File: src/rtl/uns_pkg.sv
package uns_pkg;

   // Number of compare layers in a bitonic network over 2**lg lanes.
   function automatic int unsigned net_stages(input int unsigned lg);
      return (lg * (lg + 1)) / 2;
   endfunction

   // Number of two-gate nodes in that network.
   function automatic int unsigned net_nodes(input int unsigned lg);
      return net_stages(lg) * ((1 << lg) / 2);
   endfunction

endpackage

File: src/rtl/uns_cas.sv
module uns_cas #(
   parameter bit ASC = 1'b1
) (
   input  logic a,
   input  logic b,
   input  logic lo,
   output logic out_lo,
   output logic out_hi
);
   // lo is a spare tie-off pin kept unused by design intent of uniform wiring
   logic mn, mx;
   assign mn = a & b;
   assign mx = a | b;

   if (ASC) begin : g_up
      assign out_lo = mn;
      assign out_hi = mx;
   end else begin : g_down
      assign out_lo = mx;
      assign out_hi = mn;
   end

   logic unused_lo;
   assign unused_lo = lo;
endmodule

File: src/rtl/uns_seq.sv
module uns_seq #(
   parameter int W = 4
) (
   input  logic         clk,
   input  logic         rst_n,
   input  logic         start,
   output logic         accept,
   output logic         active,
   output logic         last,
   output logic [W-1:0] phase,
   output logic         done
);
   localparam logic [W-1:0] PH_MAX = {W{1'b1}};

   assign accept = start & ~active;
   assign last   = active & (phase == PH_MAX);

   always_ff @(posedge clk or negedge rst_n) begin
      if (!rst_n) begin
         active <= 1'b0;
         phase  <= '0;
         done   <= 1'b0;
      end else if (accept) begin
         active <= 1'b1;
         phase  <= '0;
         done   <= 1'b0;
      end else if (active) begin
         if (last) begin
            active <= 1'b0;
            phase  <= '0;
            done   <= 1'b1;
         end else begin
            phase <= phase + 1'b1;
         end
      end
   end
endmodule

File: src/rtl/uns_gen.sv
module uns_gen #(
   parameter int LANES = 8,
   parameter int W     = 4
) (
   input  logic               clk,
   input  logic               rst_n,
   input  logic               load,
   input  logic               active,
   input  logic [W-1:0]       phase,
   input  logic [LANES*W-1:0] vals,
   output logic [LANES-1:0]   bits
);
   for (genvar i = 0; i < LANES; i++) begin : g_lane
      logic [W-1:0] val_q;
      always_ff @(posedge clk or negedge rst_n) begin
         if (!rst_n)    val_q <= '0;
         else if (load) val_q <= vals[i*W +: W];
      end
      assign bits[i] = active & (phase < val_q);
   end
endmodule

File: src/rtl/uns_net.sv
module uns_net #(
   parameter int LOG_LANES = 3,
   localparam int LANES = 1 << LOG_LANES
) (
   input  logic [LANES-1:0] in_bits,
   output logic [LANES-1:0] out_bits
);
   localparam int NST = uns_pkg::net_stages(LOG_LANES);

   logic [NST:0][LANES-1:0] lv;

   assign lv[0]    = in_bits;
   assign out_bits = lv[NST];

   for (genvar kk = 1; kk <= LOG_LANES; kk++) begin : g_blk
      for (genvar jx = 0; jx < kk; jx++) begin : g_dist
         localparam int SI = (kk * (kk - 1)) / 2 + jx;
         localparam int JJ = kk - 1 - jx;
         localparam int D  = 1 << JJ;
         for (genvar ii = 0; ii < LANES; ii++) begin : g_lane
            if ((ii & D) == 0) begin : g_node
               localparam bit ASC = (((ii >> kk) & 1) == 0);
               uns_cas #(.ASC(ASC)) u_cas (
                  .a      (lv[SI][ii]),
                  .b      (lv[SI][ii+D]),
                  .lo     (1'b0),
                  .out_lo (lv[SI+1][ii]),
                  .out_hi (lv[SI+1][ii+D])
               );
            end
         end
      end
   end
endmodule

File: src/rtl/uns_tally.sv
module uns_tally #(
   parameter int LANES = 8,
   parameter int W     = 4
) (
   input  logic               clk,
   input  logic               rst_n,
   input  logic               clear,
   input  logic               active,
   input  logic               last,
   input  logic [LANES-1:0]   bits,
   output logic [LANES*W-1:0] sums
);
   for (genvar j = 0; j < LANES; j++) begin : g_lane
      logic [W-1:0] acc;
      logic [W-1:0] nxt;
      logic [W-1:0] res_q;
      assign nxt = acc + {{(W-1){1'b0}}, bits[j]};
      always_ff @(posedge clk or negedge rst_n) begin
         if (!rst_n) begin
            acc   <= '0;
            res_q <= '0;
         end else begin
            if (clear)       acc <= '0;
            else if (active) acc <= nxt;
            if (last)        res_q <= nxt;
         end
      end
      assign sums[j*W +: W] = res_q;
   end
endmodule

File: src/rtl/uns_sorter.sv
module uns_sorter #(
   parameter int LOG_LANES = 3,
   parameter int W         = 4,
   parameter bit OUT_REG   = 1'b1,
   localparam int LANES    = 1 << LOG_LANES
) (
   input  logic               clk,
   input  logic               rst_n,
   input  logic               start,
   input  logic [LANES*W-1:0] vals_in,
   output logic               busy,
   output logic               done,
   output logic [LANES-1:0]   stream_out,
   output logic [LANES*W-1:0] sums_out
);
   if (LOG_LANES < 1 || LOG_LANES > 6) begin : g_bad_lanes
      $error("uns_sorter: LOG_LANES out of range");
   end
   if (W < 1 || W > 16) begin : g_bad_width
      $error("uns_sorter: W out of range");
   end

   logic         accept, active, last;
   logic [W-1:0] phase;
   logic [LANES-1:0] gen_bits, net_bits;

   uns_seq #(.W(W)) u_seq (
      .clk(clk), .rst_n(rst_n), .start(start), .accept(accept),
      .active(active), .last(last), .phase(phase), .done(done)
   );

   uns_gen #(.LANES(LANES), .W(W)) u_gen (
      .clk(clk), .rst_n(rst_n), .load(accept), .active(active),
      .phase(phase), .vals(vals_in), .bits(gen_bits)
   );

   uns_net #(.LOG_LANES(LOG_LANES)) u_net (
      .in_bits(gen_bits), .out_bits(net_bits)
   );

   uns_tally #(.LANES(LANES), .W(W)) u_tally (
      .clk(clk), .rst_n(rst_n), .clear(accept), .active(active),
      .last(last), .bits(net_bits), .sums(sums_out)
   );

   if (OUT_REG) begin : g_oreg
      always_ff @(posedge clk or negedge rst_n) begin
         if (!rst_n) stream_out <= '0;
         else        stream_out <= net_bits;
      end
   end else begin : g_ocomb
      assign stream_out = net_bits;
   end

   assign busy = active;
endmodule

File: config.mk
export PLATFORM = sky130hd
export DESIGN_NAME = uns_sorter
export DESIGN_NICKNAME = d
export VERILOG_FILES = /design/src/rtl/uns_pkg.sv /design/src/rtl/uns_cas.sv /design/src/rtl/uns_seq.sv /design/src/rtl/uns_gen.sv /design/src/rtl/uns_net.sv /design/src/rtl/uns_tally.sv /design/src/rtl/uns_sorter.sv
export SDC_FILE = /design/constraint.sdc
export NUM_CORES = 1
export LEC_CHECK = 0
export BUFFER_PORTS_ARGS = -buffer_cell sky130_fd_sc_hd__buf_4
export CELL_PAD_IN_SITES_DETAIL_PLACEMENT = 0
export CELL_PAD_IN_SITES_GLOBAL_PLACEMENT = 1
export CORE_ASPECT_RATIO = 1.2
export CORE_MARGIN = 2
export CORE_UTILIZATION = 25
export DETAILED_ROUTE_END_ITERATION = 6
export GPL_ROUTABILITY_DRIVEN = 1
export GPL_TIMING_DRIVEN = 0
export PLACE_DENSITY_LB_ADDON = 0.1
export SYNTH_ARGS = -nofsm -noshare
export SYNTH_HDL_FRONTEND = slang
export SYNTH_HIERARCHICAL = 1
export SYNTH_SLANG_ARGS = --single-unit
export TNS_END_PERCENT = 1
File: constraint.sdc
create_clock -name clk -period 5.03 [get_ports clk]
set_clock_uncertainty 0.2 [all_clocks]
set_input_delay 1.006 -clock clk [delete_from_list [all_inputs] [get_ports clk]]
set_output_delay 1.006 -clock clk [all_outputs]
set_load 0.005 [all_outputs]
======== Word-level counts from Yosys, hierarchy flattened ========
Cells that the tools add are included.
word-level totals
  register bits ........................... 110
  input bits .............................. 35
  logic and storage cells ................. 133
cells by class
  $add $sub $neg .......................... 9
  magnitude comparators ................... 8
  equality and inequality tests ........... 1
  mux-type cells .......................... 25
  bitwise operators ....................... 59
  reductions and logical operators ........ 3
operator list
  kind                                                            number
  4-bit 2-to-1 mux                                                19
  1-bit bitwise AND                                               34
  4-bit by 1-bit adder with 4-bit output                          8
  4-bit < comparator                                              8
  1-bit OR                                                        24
  1-bit 2-to-1 mux                                                6
  4-bit by 1-bit adder with 4-bit output (second input constant)  1
  4-bit equality test (second input constant)                     1
  2-bit nonzero test                                              2
  2-bit AND reduction                                             1
  1-bit inverter                                                  1

======== Longest topological paths before layout ========
  depth in word-level cells ............... 11
  mapped depth ............................ 17
  mapped depth without buffers ............ 16

======== By module ========
Netlist, hierarchy kept.
by module, submodules not included
  module      instances  cells each  area an instance (um^2)  seq. area each (um^2)
  uns_tally   1          244         2880.3                   1601.5
  uns_gen     1          207         1815.5                   800.8
  uns_cas     24         2           13.8                     0.0
  uns_seq     1          25          289.0                    150.1
  uns_sorter  1          8           200.2                    200.2
  uns_net     1          9           63.8                     0.0

======== Least setup slack after synthesis ========
OpenSTA, ideal clock, no wires.
  kind .................................... register to register
  from .................................... register u_seq.phase[2]
  to ...................................... register u_tally.g_lane[7].res_q[1]
  data arrival time ....................... 3.235 ns
  required time ........................... 4.705 ns
  path slack .............................. 1.470 ns
  cell stages (with the launch flop) ...... 15
  path buffers ............................ 1
  period minus slack after synthesis ...... 3.560 ns
  cell sequence ........................... dfrtp_1 > ha_1 > or2_2 > a21oi_1 > a21o_1 > or2_1 > or2_1 > or2_1 > or2_1 > or2_1 > or2_1 > buf_4 > ha_1 > ha_1 > mux2_2
RTL lines
  what                      line             source
  start: declaration        uns_seq.sv:10    output logic [W-1:0] phase,
  start signal: assignment  uns_seq.sv:33    phase <= phase + 1'b1;
  end signal: assignment    uns_tally.sv:25  if (last) res_q <= nxt;
  end: declaration          uns_tally.sv:16  logic [W-1:0] res_q;

==> results.py <==
metrics = {
    "floorplanning": {
        "rows": 59,
        "die_w_um": 140,
        "start_util_pct": 25.6,
        "core_um2": 21800,
        "die_area_um2": 23500,
        "io_pins": 77,
        "dieHeight_um": 168,
    },
    "cts": {
        "clkSinkCount": 110,
        "root_buffer": "clkbuf_16",
        "post_cts_buffers": 0,
        "cts_made_buffers": 9,
        "cts_resized": 0,
        "postCtsHoldBufs": 0,
        "cts_tree": "built",
        "clkTransAtPathRegs_ns": 0.08,
        "clk_latency_ns": 0.35,
        "clk_path_buf_depth": 2,
        "htreeDepth": 3,
    },
    "finish": {
        "layout_commonest_cell": "dfrtp_1",
        "drive_gt1_share_pct": 25.9,
        "nets": 704,
        "synthToLayoutAreaGrowth_pct": 22.6,
        "finalInstanceArea_um2": 6840,
        "diodes": 0,
        "final_cell_mix": "110 x dfrtp_1, 88 x buf_4, 51 x nor2_1",
    },
    "worst_hold_path": {
        "hold_class": "register to register",
        "min_path_cells": 1,
    },
    "pwr": {
        "vdd_drop_max_v": 0.000266,
        "p_leak_uw": 0.00328,
        "power.density_nw_per_um2": 767,
    },
    "worst_setup_path": {
        "slowest_delay_ns": 0.72,
        "crit_path_start_kind": "register",
        "worst-path-max-fanout": 13,
        "cp_top_family": "simple AND/OR/NAND/NOR gates",
        "worst_setup_path_end_kind": "register",
        "crit_slowest_cell": "dfrtp_1",
        "cp.arrival_ns": 3.98,
        "crit_top_cell": "or2_1",
        "critPathRequiredTime_ns": 5.07,
        "cp.depth": 14,
        "critPathKind": "register to register",
        "worst-path-buf-inv": 1,
        "crit_path_cell_trace": "ha_1 -> or2_2 -> a21oi_1 -> a21o_1 -> or2_1 -> or2_1 -> or2_1 -> or2_1 -> and2_2 -> or2_1 -> buf_4 -> ha_1 -> ha_1 -> mux2_2",
        "r2r_cells": 14,
    },
    "global_routing": {
        "grt_pass1_wl_um": 22300,
        "grt_max_degree": 62,
        "grt_pass1_vias": 4171,
        "overflow": 0,
        "antenna_found_initial": 0,
        "grt_use_total_pct": 12.1,
    },
    "logic_synthesis": {
        "syn-cell-area_um2": 5580,
        "synth_nets": 616,
        "syn_area_per_cell_um2": 10.3,
        "ys_warn_count": 6,
        "synth_cells": 540,
    },
    "timing": {
        "slew_headroom_pct": 54.5,
        "fmax_mhz": 253,
        "report.final.hold_viol_count": 0,
        "rsz0062_at_grt": "no",
        "finalMaxSlewViolations": 0,
        "finalSetupTns_ns": 0,
        "setup_viol_count_final": 0,
        "period_share_pct": 78.4,
        "worst_pin_slew_ns": 0.682,
        "timing.final.crit_period_ns": 3.95,
    },
    "placed_design": {
        "routabilityCongestion": 0.739,
        "io_buffers": 76,
        "hpwl_um": 9740,
        "post_dp_cell_area_um2": 6520,
    },
    "drt": {
        "drt-pass1-iter-count": 4,
        "detail_route.wl_per_cell_um": 14.8,
        "wirelength_um": 13400,
        "drtIter0Drc": 130,
        "num_vias": 3882,
        "met3_length_um": 470,
        "highest_layer": "met4",
        "met1_length_um": 6070,
        "met2_length_um": 6680,
        "drc_errors": 0,
        "drtAntennaViolNets": 0,
        "avgViaCountPerCell": 4.28,
    },
    "job": {
        "cap_violations": 0,
    },
    "run_status": {
        "outcome": "finished, final reports clean",
    },
}
==> worst paths after layout <==
kind	from	endpoint	slack (ns)
setup reg to reg	u_seq/phase[2]	u_tally/g_lane[5].res_q[1]	1.08
hold / removal	u_tally/g_lane[4].res_q[1]	u_tally/g_lane[4].res_q[1]	0.31
min in group asynchronous	rst_n	u_tally/g_lane[4].res_q[2]	0.41
max in group asynchronous	rst_n	u_gen/g_lane[2].val_q[2]	3.53
hold reg to reg	u_tally/g_lane[4].res_q[1]	u_tally/g_lane[4].res_q[1]	0.31
setup / recovery	u_seq/phase[2]	u_tally/g_lane[5].res_q[1]	1.08
==> stage by stage <==
step                      hold slack (ns)  setup WS [ns]  total power, uW  std cells  utilization, %
after floorplan                     0.290           1.47             3630        540               -
after global placement              0.294           1.05             4490        890            29.8
after detailed placement            0.297          0.997             4570        891            29.9
after CTS                           0.317          0.991             5380        907            31.4
after global routing                0.335          0.823             5830        907            31.4
final                               0.313           1.08             5240        907            31.4
==> flip-flops by register name, indices dropped and copies added, names as in the netlist <==
register and count:
u_seq/phase 4, u_tally/g_lane.res_q 32, stream_out 8, u_seq/active 1
u_gen/g_lane.val_q 32, u_tally/g_lane.acc 32, u_seq/done 1
==> report_power, final <==
group	internal, uW	leakage, uW	switching (uW)
Combinational	1500	0.00182	1340
Clock	410	0.000149	356
Sequential	1330	0.00131	308
Total	3240	0.00328	2000
==> layout make-up <==
| cell class | count | area, um2 |
|---|---|---|
| sequential | 110 | 2750 |
| clock inverter | 6 | 76.3 |
| multi-input combinational | 369 | 2520 |
| fill | 2256 | 14900 |
| tap | 274 | 343 |
| clock buffer | 10 | 239 |
| buffer | 27 | 171 |
| inverter | 34 | 128 |
| timing repair buffer | 77 | 602 |
==> per-layer routing <==
layer / vias to the layer above / GRT usage (%)
met5: - / 0
met1: 1863 / 15.5
met3: 9 / 2.32
met4: 0 / 3.91
met2: 63 / 20.6
li1: 1947 / -
(Power assumes the default switching activity.)
